<file path="src/rtl/mst_pkg.sv">
`timescale 1ns/1ps
package mst_pkg;
   localparam int ADR_W = 3;

   typedef enum logic [1:0] {
      SRC_HALF      = 2'd0,
      SRC_SIXTEENTH = 2'd1,
      SRC_EXT       = 2'd2,
      SRC_EXT_ALT   = 2'd3
   } src_e;

   localparam int ADR_SRC        = 0;
   localparam int ADR_MATCH_BASE = 1;
   localparam int ADR_STEP_BASE  = 3;
   localparam int ADR_IEN        = 5;
   localparam int ADR_STAGE      = 6;
   localparam int ADR_LDSEL      = 7;
endpackage

</file>
<file path="src/rtl/mst_tick_gen.sv">
`timescale 1ns/1ps
module mst_tick_gen #(
   parameter int FAST_DIV = 2,
   parameter int SLOW_DIV = 16
) (
   input  logic       clk_i,
   input  logic       rst_n_i,
   input  logic [1:0] src_i,
   input  logic       ext_tick_i,
   output logic       tick_o
);
   import mst_pkg::*;
   localparam int PRE_W  = $clog2(SLOW_DIV);
   localparam int FAST_W = $clog2(FAST_DIV);

   logic [PRE_W-1:0] pre_q;
   logic             fast_tick;
   logic             slow_tick;

   always_ff @(posedge clk_i) begin
      if (!rst_n_i) pre_q <= '0;
      else          pre_q <= pre_q + 1'b1;
   end

   assign fast_tick = &pre_q[FAST_W-1:0];
   assign slow_tick = &pre_q;

   always_comb begin
      case (src_e'(src_i))
         SRC_HALF:      tick_o = fast_tick;
         SRC_SIXTEENTH: tick_o = slow_tick;
         default:       tick_o = ext_tick_i;
      endcase
   end
endmodule

</file>
<file path="src/rtl/mst_match_chan.sv">
`timescale 1ns/1ps
module mst_match_chan #(
   parameter int CNT_W = 10
) (
   input  logic             clk_i,
   input  logic             rst_n_i,
   input  logic             tick_i,
   input  logic [CNT_W-1:0] cnt_nxt_i,
   input  logic             wr_match_i,
   input  logic             wr_step_i,
   input  logic [CNT_W-1:0] wr_data_i,
   input  logic             clr_i,
   output logic             hit_o,
   output logic             pulse_o,
   output logic             stat_o,
   output logic [CNT_W-1:0] match_o,
   output logic [CNT_W-1:0] step_o
);
   logic [CNT_W-1:0] match_q;
   logic [CNT_W-1:0] step_q;
   logic             pulse_q;
   logic             stat_q;
   logic             reload;

   assign hit_o  = tick_i && (cnt_nxt_i == match_q);
   assign reload = hit_o && (step_q != '0);

   always_ff @(posedge clk_i) begin
      if (!rst_n_i) begin
         match_q <= '0;
         step_q  <= '0;
         pulse_q <= 1'b0;
         stat_q  <= 1'b0;
      end else begin
         pulse_q <= hit_o;
         stat_q  <= hit_o | (stat_q & ~clr_i);
         if (wr_match_i)  match_q <= wr_data_i;
         else if (reload) match_q <= match_q + step_q;
         if (wr_step_i)   step_q  <= wr_data_i;
      end
   end

   assign pulse_o = pulse_q;
   assign stat_o  = stat_q;
   assign match_o = match_q;
   assign step_o  = step_q;
endmodule

</file>
<file path="src/rtl/mst_port_stage.sv">
`timescale 1ns/1ps
module mst_port_stage #(
   parameter int PORT_W = 8,
   parameter int NUM_CH = 2
) (
   input  logic              clk_i,
   input  logic              rst_n_i,
   input  logic              wr_stage_i,
   input  logic              wr_sel_i,
   input  logic [PORT_W-1:0] wr_data_i,
   input  logic [NUM_CH-1:0] hit_i,
   output logic [PORT_W-1:0] port_o,
   output logic              strobe_o
);
   logic [PORT_W-1:0] stage_q;
   logic [PORT_W-1:0] port_q;
   logic [NUM_CH-1:0] sel_q;
   logic              strobe_q;
   logic              load;

   assign load = |(hit_i & sel_q);

   always_ff @(posedge clk_i) begin
      if (!rst_n_i) begin
         stage_q  <= '0;
         port_q   <= '0;
         sel_q    <= '0;
         strobe_q <= 1'b0;
      end else begin
         strobe_q <= load;
         if (load)       port_q  <= stage_q;
         if (wr_stage_i) stage_q <= wr_data_i;
         if (wr_sel_i)   sel_q   <= wr_data_i[NUM_CH-1:0];
      end
   end

   assign port_o   = port_q;
   assign strobe_o = strobe_q;
endmodule

</file>
<file path="src/rtl/match_step_timer.sv">
`timescale 1ns/1ps
module match_step_timer #(
   parameter int CNT_W    = 10,
   parameter int NUM_CH   = 2,
   parameter int PORT_W   = 8,
   parameter int FAST_DIV = 2,
   parameter int SLOW_DIV = 16
) (
   input  logic              clk_i,
   input  logic              rst_n_i,
   input  logic              ext_tick_i,
   input  logic              wr_en_i,
   input  logic [2:0]        wr_addr_i,
   input  logic [CNT_W-1:0]  wr_data_i,
   input  logic              rd_stat_i,
   output logic [CNT_W-1:0]  count_o,
   output logic [NUM_CH-1:0] match_o,
   output logic [NUM_CH-1:0] status_o,
   output logic              irq_o,
   output logic              load_strobe_o,
   output logic [PORT_W-1:0] port_o
);
   import mst_pkg::*;

   if (CNT_W < 4 || CNT_W > 16) begin : g_bad_cnt_w
      $error("CNT_W must lie in 4..16");
   end
   if (NUM_CH < 1 || NUM_CH > 2) begin : g_bad_num_ch
      $error("NUM_CH must be 1 or 2");
   end
   if (PORT_W < 1 || PORT_W > CNT_W) begin : g_bad_port_w
      $error("PORT_W must lie in 1..CNT_W");
   end
   if (FAST_DIV < 2 || (FAST_DIV & (FAST_DIV - 1)) != 0) begin : g_bad_fast
      $error("FAST_DIV must be a power of two, at least 2");
   end
   if (SLOW_DIV <= FAST_DIV || (SLOW_DIV & (SLOW_DIV - 1)) != 0) begin : g_bad_slow
      $error("SLOW_DIV must be a power of two above FAST_DIV");
   end

   src_e                          src_q;
   logic [NUM_CH-1:0]             ien_q;
   logic [CNT_W-1:0]              cnt_q;
   logic [CNT_W-1:0]              cnt_nxt;
   logic                          tick;
   logic [NUM_CH-1:0]             hit;
   logic [NUM_CH-1:0]             pulse;
   logic [NUM_CH-1:0]             stat;
   logic [NUM_CH-1:0][CNT_W-1:0]  match_val;
   logic [NUM_CH-1:0][CNT_W-1:0]  step_val;
   logic                          wr_src;
   logic                          wr_ien;
   logic                          wr_stage;
   logic                          wr_sel;

   assign wr_src   = wr_en_i && (wr_addr_i == ADR_W'(ADR_SRC));
   assign wr_ien   = wr_en_i && (wr_addr_i == ADR_W'(ADR_IEN));
   assign wr_stage = wr_en_i && (wr_addr_i == ADR_W'(ADR_STAGE));
   assign wr_sel   = wr_en_i && (wr_addr_i == ADR_W'(ADR_LDSEL));

   mst_tick_gen #(.FAST_DIV(FAST_DIV), .SLOW_DIV(SLOW_DIV)) u_tick (
      .clk_i     (clk_i),
      .rst_n_i   (rst_n_i),
      .src_i     (src_q),
      .ext_tick_i(ext_tick_i),
      .tick_o    (tick)
   );

   assign cnt_nxt = tick ? cnt_q + 1'b1 : cnt_q;

   always_ff @(posedge clk_i) begin
      if (!rst_n_i) begin
         cnt_q <= '0;
         src_q <= SRC_HALF;
         ien_q <= '0;
      end else begin
         cnt_q <= cnt_nxt;
         if (wr_src) src_q <= src_e'(wr_data_i[1:0]);
         if (wr_ien) ien_q <= wr_data_i[NUM_CH-1:0];
      end
   end

   for (genvar c = 0; c < NUM_CH; c++) begin : g_ch
      logic wr_m;
      logic wr_s;
      assign wr_m = wr_en_i && (wr_addr_i == ADR_W'(ADR_MATCH_BASE + c));
      assign wr_s = wr_en_i && (wr_addr_i == ADR_W'(ADR_STEP_BASE + c));
      mst_match_chan #(.CNT_W(CNT_W)) u_chan (
         .clk_i     (clk_i),
         .rst_n_i   (rst_n_i),
         .tick_i    (tick),
         .cnt_nxt_i (cnt_nxt),
         .wr_match_i(wr_m),
         .wr_step_i (wr_s),
         .wr_data_i (wr_data_i),
         .clr_i     (rd_stat_i),
         .hit_o     (hit[c]),
         .pulse_o   (pulse[c]),
         .stat_o    (stat[c]),
         .match_o   (match_val[c]),
         .step_o    (step_val[c])
      );
   end

   mst_port_stage #(.PORT_W(PORT_W), .NUM_CH(NUM_CH)) u_port (
      .clk_i     (clk_i),
      .rst_n_i   (rst_n_i),
      .wr_stage_i(wr_stage),
      .wr_sel_i  (wr_sel),
      .wr_data_i (wr_data_i[PORT_W-1:0]),
      .hit_i     (hit),
      .port_o    (port_o),
      .strobe_o  (load_strobe_o)
   );

   assign count_o  = cnt_q;
   assign match_o  = pulse;
   assign status_o = stat;
   assign irq_o    = |(stat & ien_q);
endmodule

</file>
<file path="config.mk">
export PLATFORM = sky130hd
export DESIGN_NAME = match_step_timer
export DESIGN_NICKNAME = d
export VERILOG_FILES = /design/src/rtl/mst_pkg.sv /design/src/rtl/mst_tick_gen.sv /design/src/rtl/mst_match_chan.sv /design/src/rtl/mst_port_stage.sv /design/src/rtl/match_step_timer.sv
export SDC_FILE = /design/constraint.sdc
export NUM_CORES = 1
export LEC_CHECK = 0
export BUFFER_PORTS_ARGS = -buffer_cell sky130_fd_sc_hd__buf_2
export CORE_MARGIN = 2
export CORE_UTILIZATION = 40
export DETAILED_ROUTE_END_ITERATION = 6
export GPL_TIMING_DRIVEN = 0
export PLACE_DENSITY = 0.53
export SLEW_MARGIN = 20
export SYNTH_ARGS = -nofsm -noshare
export SYNTH_HDL_FRONTEND = slang
export SYNTH_HIERARCHICAL = 1
export SYNTH_SLANG_ARGS = --single-unit
</file>
<file path="constraint.sdc">
create_clock -name clk_i -period 10 [get_ports clk_i]
set_input_delay 2 -clock clk_i [delete_from_list [all_inputs] [get_ports clk_i]]
set_output_delay 2 -clock clk_i [all_outputs]
set_load 0.03 [all_outputs]
</file>
==> results by group <==
Floorplan
  – Initial Utilization: ~41%
  – Die area: 12200 um^2
  – Die height: ~110 um
  – # IOs: 42
  – Core ar.: ~11000 um^2
  – Number of core rows: 38
  – Die X-Extent: 110 um

Clock tree
  – Clk sinks: 81
  – CTS Buf Count: 9
  – Clk_lat worst skew: between 0.3 and 0.4 ns
  – Root Buffer: clkbuf_16
  – Postcts setup bufs: 0
  – CTS tree: yes
  – Post-cts sizing count: 0
  – Worst-path clk slew: 0.06 ns
  – H-tree levels: 3
  – Quantity of hold-fixing buffers added after cts: 0
  – Clock tree buffer depth: 2

Yosys
  – Post-Synthesis Cell Area: around 4500 um^2
  – Synthesis Warnings: 6
  – Post-Syn Nets: between 500 and 600
  – Avg Cell Area, Syn: 9.56 um^2
  – Yosys cell types: between 50 and 60
  – Synth Instances: about 470
  – Synth top area cells: dfxtp_1 (36%), mux2i_1 (13%), xnor2_1 (6.2%)
  – Sequential area share after synthesis: 35.9%
  – Post-synth EDFFs: 0
  – Flops & latches, synth: a little over 80
  – Post-synth top flop: dfxtp_1
  – Share of synthesized registers carrying an async set or reset: 0%
  – Top cell type by total area after synthesis: dfxtp_1
  – Top cell type's share of synthesized area: 35.9%

Timing
  – Post-route setup TNS: 0 ns
  – Min Clock Period, post-route: 4.99 ns
  – RSZ-0062 raised after global routing: false
  – Final worst slack: approximately 5 ns
  – Hold_ws: approximately 0.46 ns
  – Final period util: 49.9%
  – Max_slew headroom: a little under two fifths
  – Highest clock rate: approximately 200 MHz
  – Least-Margin Pin Slew: approximately 0.94 ns
  – Clk_skew: slightly above 0.009 ns
  – Final hold vios: 0
  – Final setup fails: 0
  – Fin. max-slew vios: 0

Global routing
  – GR Overflow Total: 0
  – First-pass GRT wire length: approximately 18000 um
  – Vias in the first global route: 3360
  – Initial antenna violation count: 0
  – GR Util All Layers: roughly a fifth
  – Largest net degree at the start of global routing: 16

Critical path
  – WP buf/inv: 2
  – Reg-to-reg setup timing slack: 6.01 ns
  – Startpoint types: primary input
  – Max incr delay on CP: about 0.7 ns
  – Worst path top cell family by delay: simple AND/OR/NAND/NOR gates
  – Crit path kind: in -> reg
  – Most used cell along the critical path: nor4_2
  – Critical Path AT: roughly 5.2 ns
  – Levels on crit path: 13
  – CP endpoint kind: register
  – Register-to-Register Path Depth: 13
  – Crit-path slowest cell: a31oi_1
  – Crit path max fanout: 10
  – Crit-path cells: buf_2 -> nor2b_1 -> a31oi_1 -> nand4_4 -> nor4_2 -> xor2_1 -> xnor2_1 -> nand4_1 -> nor4_2 -> buf_6 -> mux2i_1 -> nand2_1 -> o211a_1
  – Required @ worst endpoint: roughly 10 ns

Drt
  – Antenna-violating nets left: 0
  – DR DRC count: 0
  – Initial DRC Count: 130
  – Post-DR wirelength/cell: 16.7 um
  – Final wirelength: around 11000 um
  – Vias/cell: approximately 5.2
  – First-pass detailed-route iteration total: 4
  – Via count: roughly 3500

Power and ir drop
  – Pwr Density: roughly 150 nW/um^2
  – Worst vdd ir: 0.000123 V
  – Pwr Total: about 0.81 mW
  – Leak: ~2.2 nW

Layout
  – Diode count: 0
  – Post-route cell area: about 5300 um^2
  – Fin util: roughly half
  – Area Overhead vs Synth: 16.3%
  – Commonest non-fill, non-tap cell in the layout: dfxtp_1
  – Share of cells above drive strength 1: between 10% and 20%
  – Nets@finish: between 500 and 600
  – Post-Layout Cell Count: 670
  – Most frequent cells in the layout: dfxtp_1 (81), mux2i_1 (59), buf_2 (44)

Hold path
  – Hold Path Stages: 2
  – Hold WC Path Type: reg -> reg

Placed design
  – Dpl ws: 4.67 ns
  – Post-DP HPWL: about 8500 um
  – Placed Area: approximately 5000 um^2
  – GPL Wtd Cong: between 0.7 and 0.8
  – Placed Cells: between 600 and 700
  – IO buf count: 41

Run
  – Max Cap Viol: 0

Status
  – Status: completed
==> worst min-delay path, cell delays in order, from the launching register on <==
cell,delay (ns)
dfxtp_1,0.31
nand2_1,0.05
mux2i_1,0.05
==> path summary, 6_finish.rpt <==
path | to | start
setup / recovery | g_ch[1].u_chan/match_o[4] | ext_tick_i
hold / removal | u_port/port_o[2] | u_port/stage_q[2]
setup reg to reg | g_ch[1].u_chan/match_o[4] | u_tick/pre_q[0]
hold reg to reg | u_port/port_o[2] | u_port/stage_q[2]
==> area by class of cell <==
cell class | instances | area [um^2]
tap | 140 | 175
multi-input combinational | 366 | 2760
timing repair buffer | 41 | 205
buffer | 16 | 101
clock inverter | 4 | 98.8
clock buffer | 12 | 256
fill | 1085 | 5680
sequential | 81 | 1620
inverter | 10 | 37.5
==> flip-flops by register name (all words and copies together) (netlist names) <==
register	cells
u_port/port_o	8
u_port/strobe_o	1
ien_q	2
u_port/stage_q	8
src_q	2
count_o	10
g_ch.u_chan/match_o	20
g_ch.u_chan/step_o	20
u_tick/pre_q	4
g_ch.u_chan/pulse_o	2
u_port/sel_q	2
g_ch.u_chan/stat_o	2
==> per-layer routing <==
layer  vias up  track usage [%]  routed length, um
li1       1793                -                  -
met1      1632             27.8               5690
met2        61             29.6               4800
met3        13             4.53                475
met4         0             7.32                241
met5         -                0                  0
==> report_power, final <==
group	internal [mW]	switching (mW)	total [mW]
Sequential	0.332	0.00970	0.342
Combinational	0.0358	0.0492	0.0850
Clock	0.258	0.128	0.386
==> kinds of logic (layout without fill, tap and decap cells) <==
logic type | Yosys count | in the layout | share of synthesized area [%]
simple gates | 158 | 158 | 20.9
xor+xnor | 37 | 37 | 7.17
compound gates | 89 | 89 | 13.2
buf+inv | 26 | 83 | 3.07
flops | 81 | 81 | 35.9
fa+ha+maj | 22 | 22 | 6.42
mux | 60 | 60 | 13.3
==> cells in the mapped netlist, types with 5 or more instances <==
library cell	number
o211a_1	8
nand2b_1	7
xor2_1	5
nor2_1	8
ha_1	20
nor2b_1	35
or3_1	5
a21oi_1	25
a31oi_1	7
dfxtp_1	81
nand3_1	9
nor3_1	5
and2_1	11
mux2i_1	59
xnor2_1	32
nand2_1	43
clkbuf_1	6
inv_1	8
nand4_1	9
o21ai_0	23
Power figures use the tool's default switching activity.
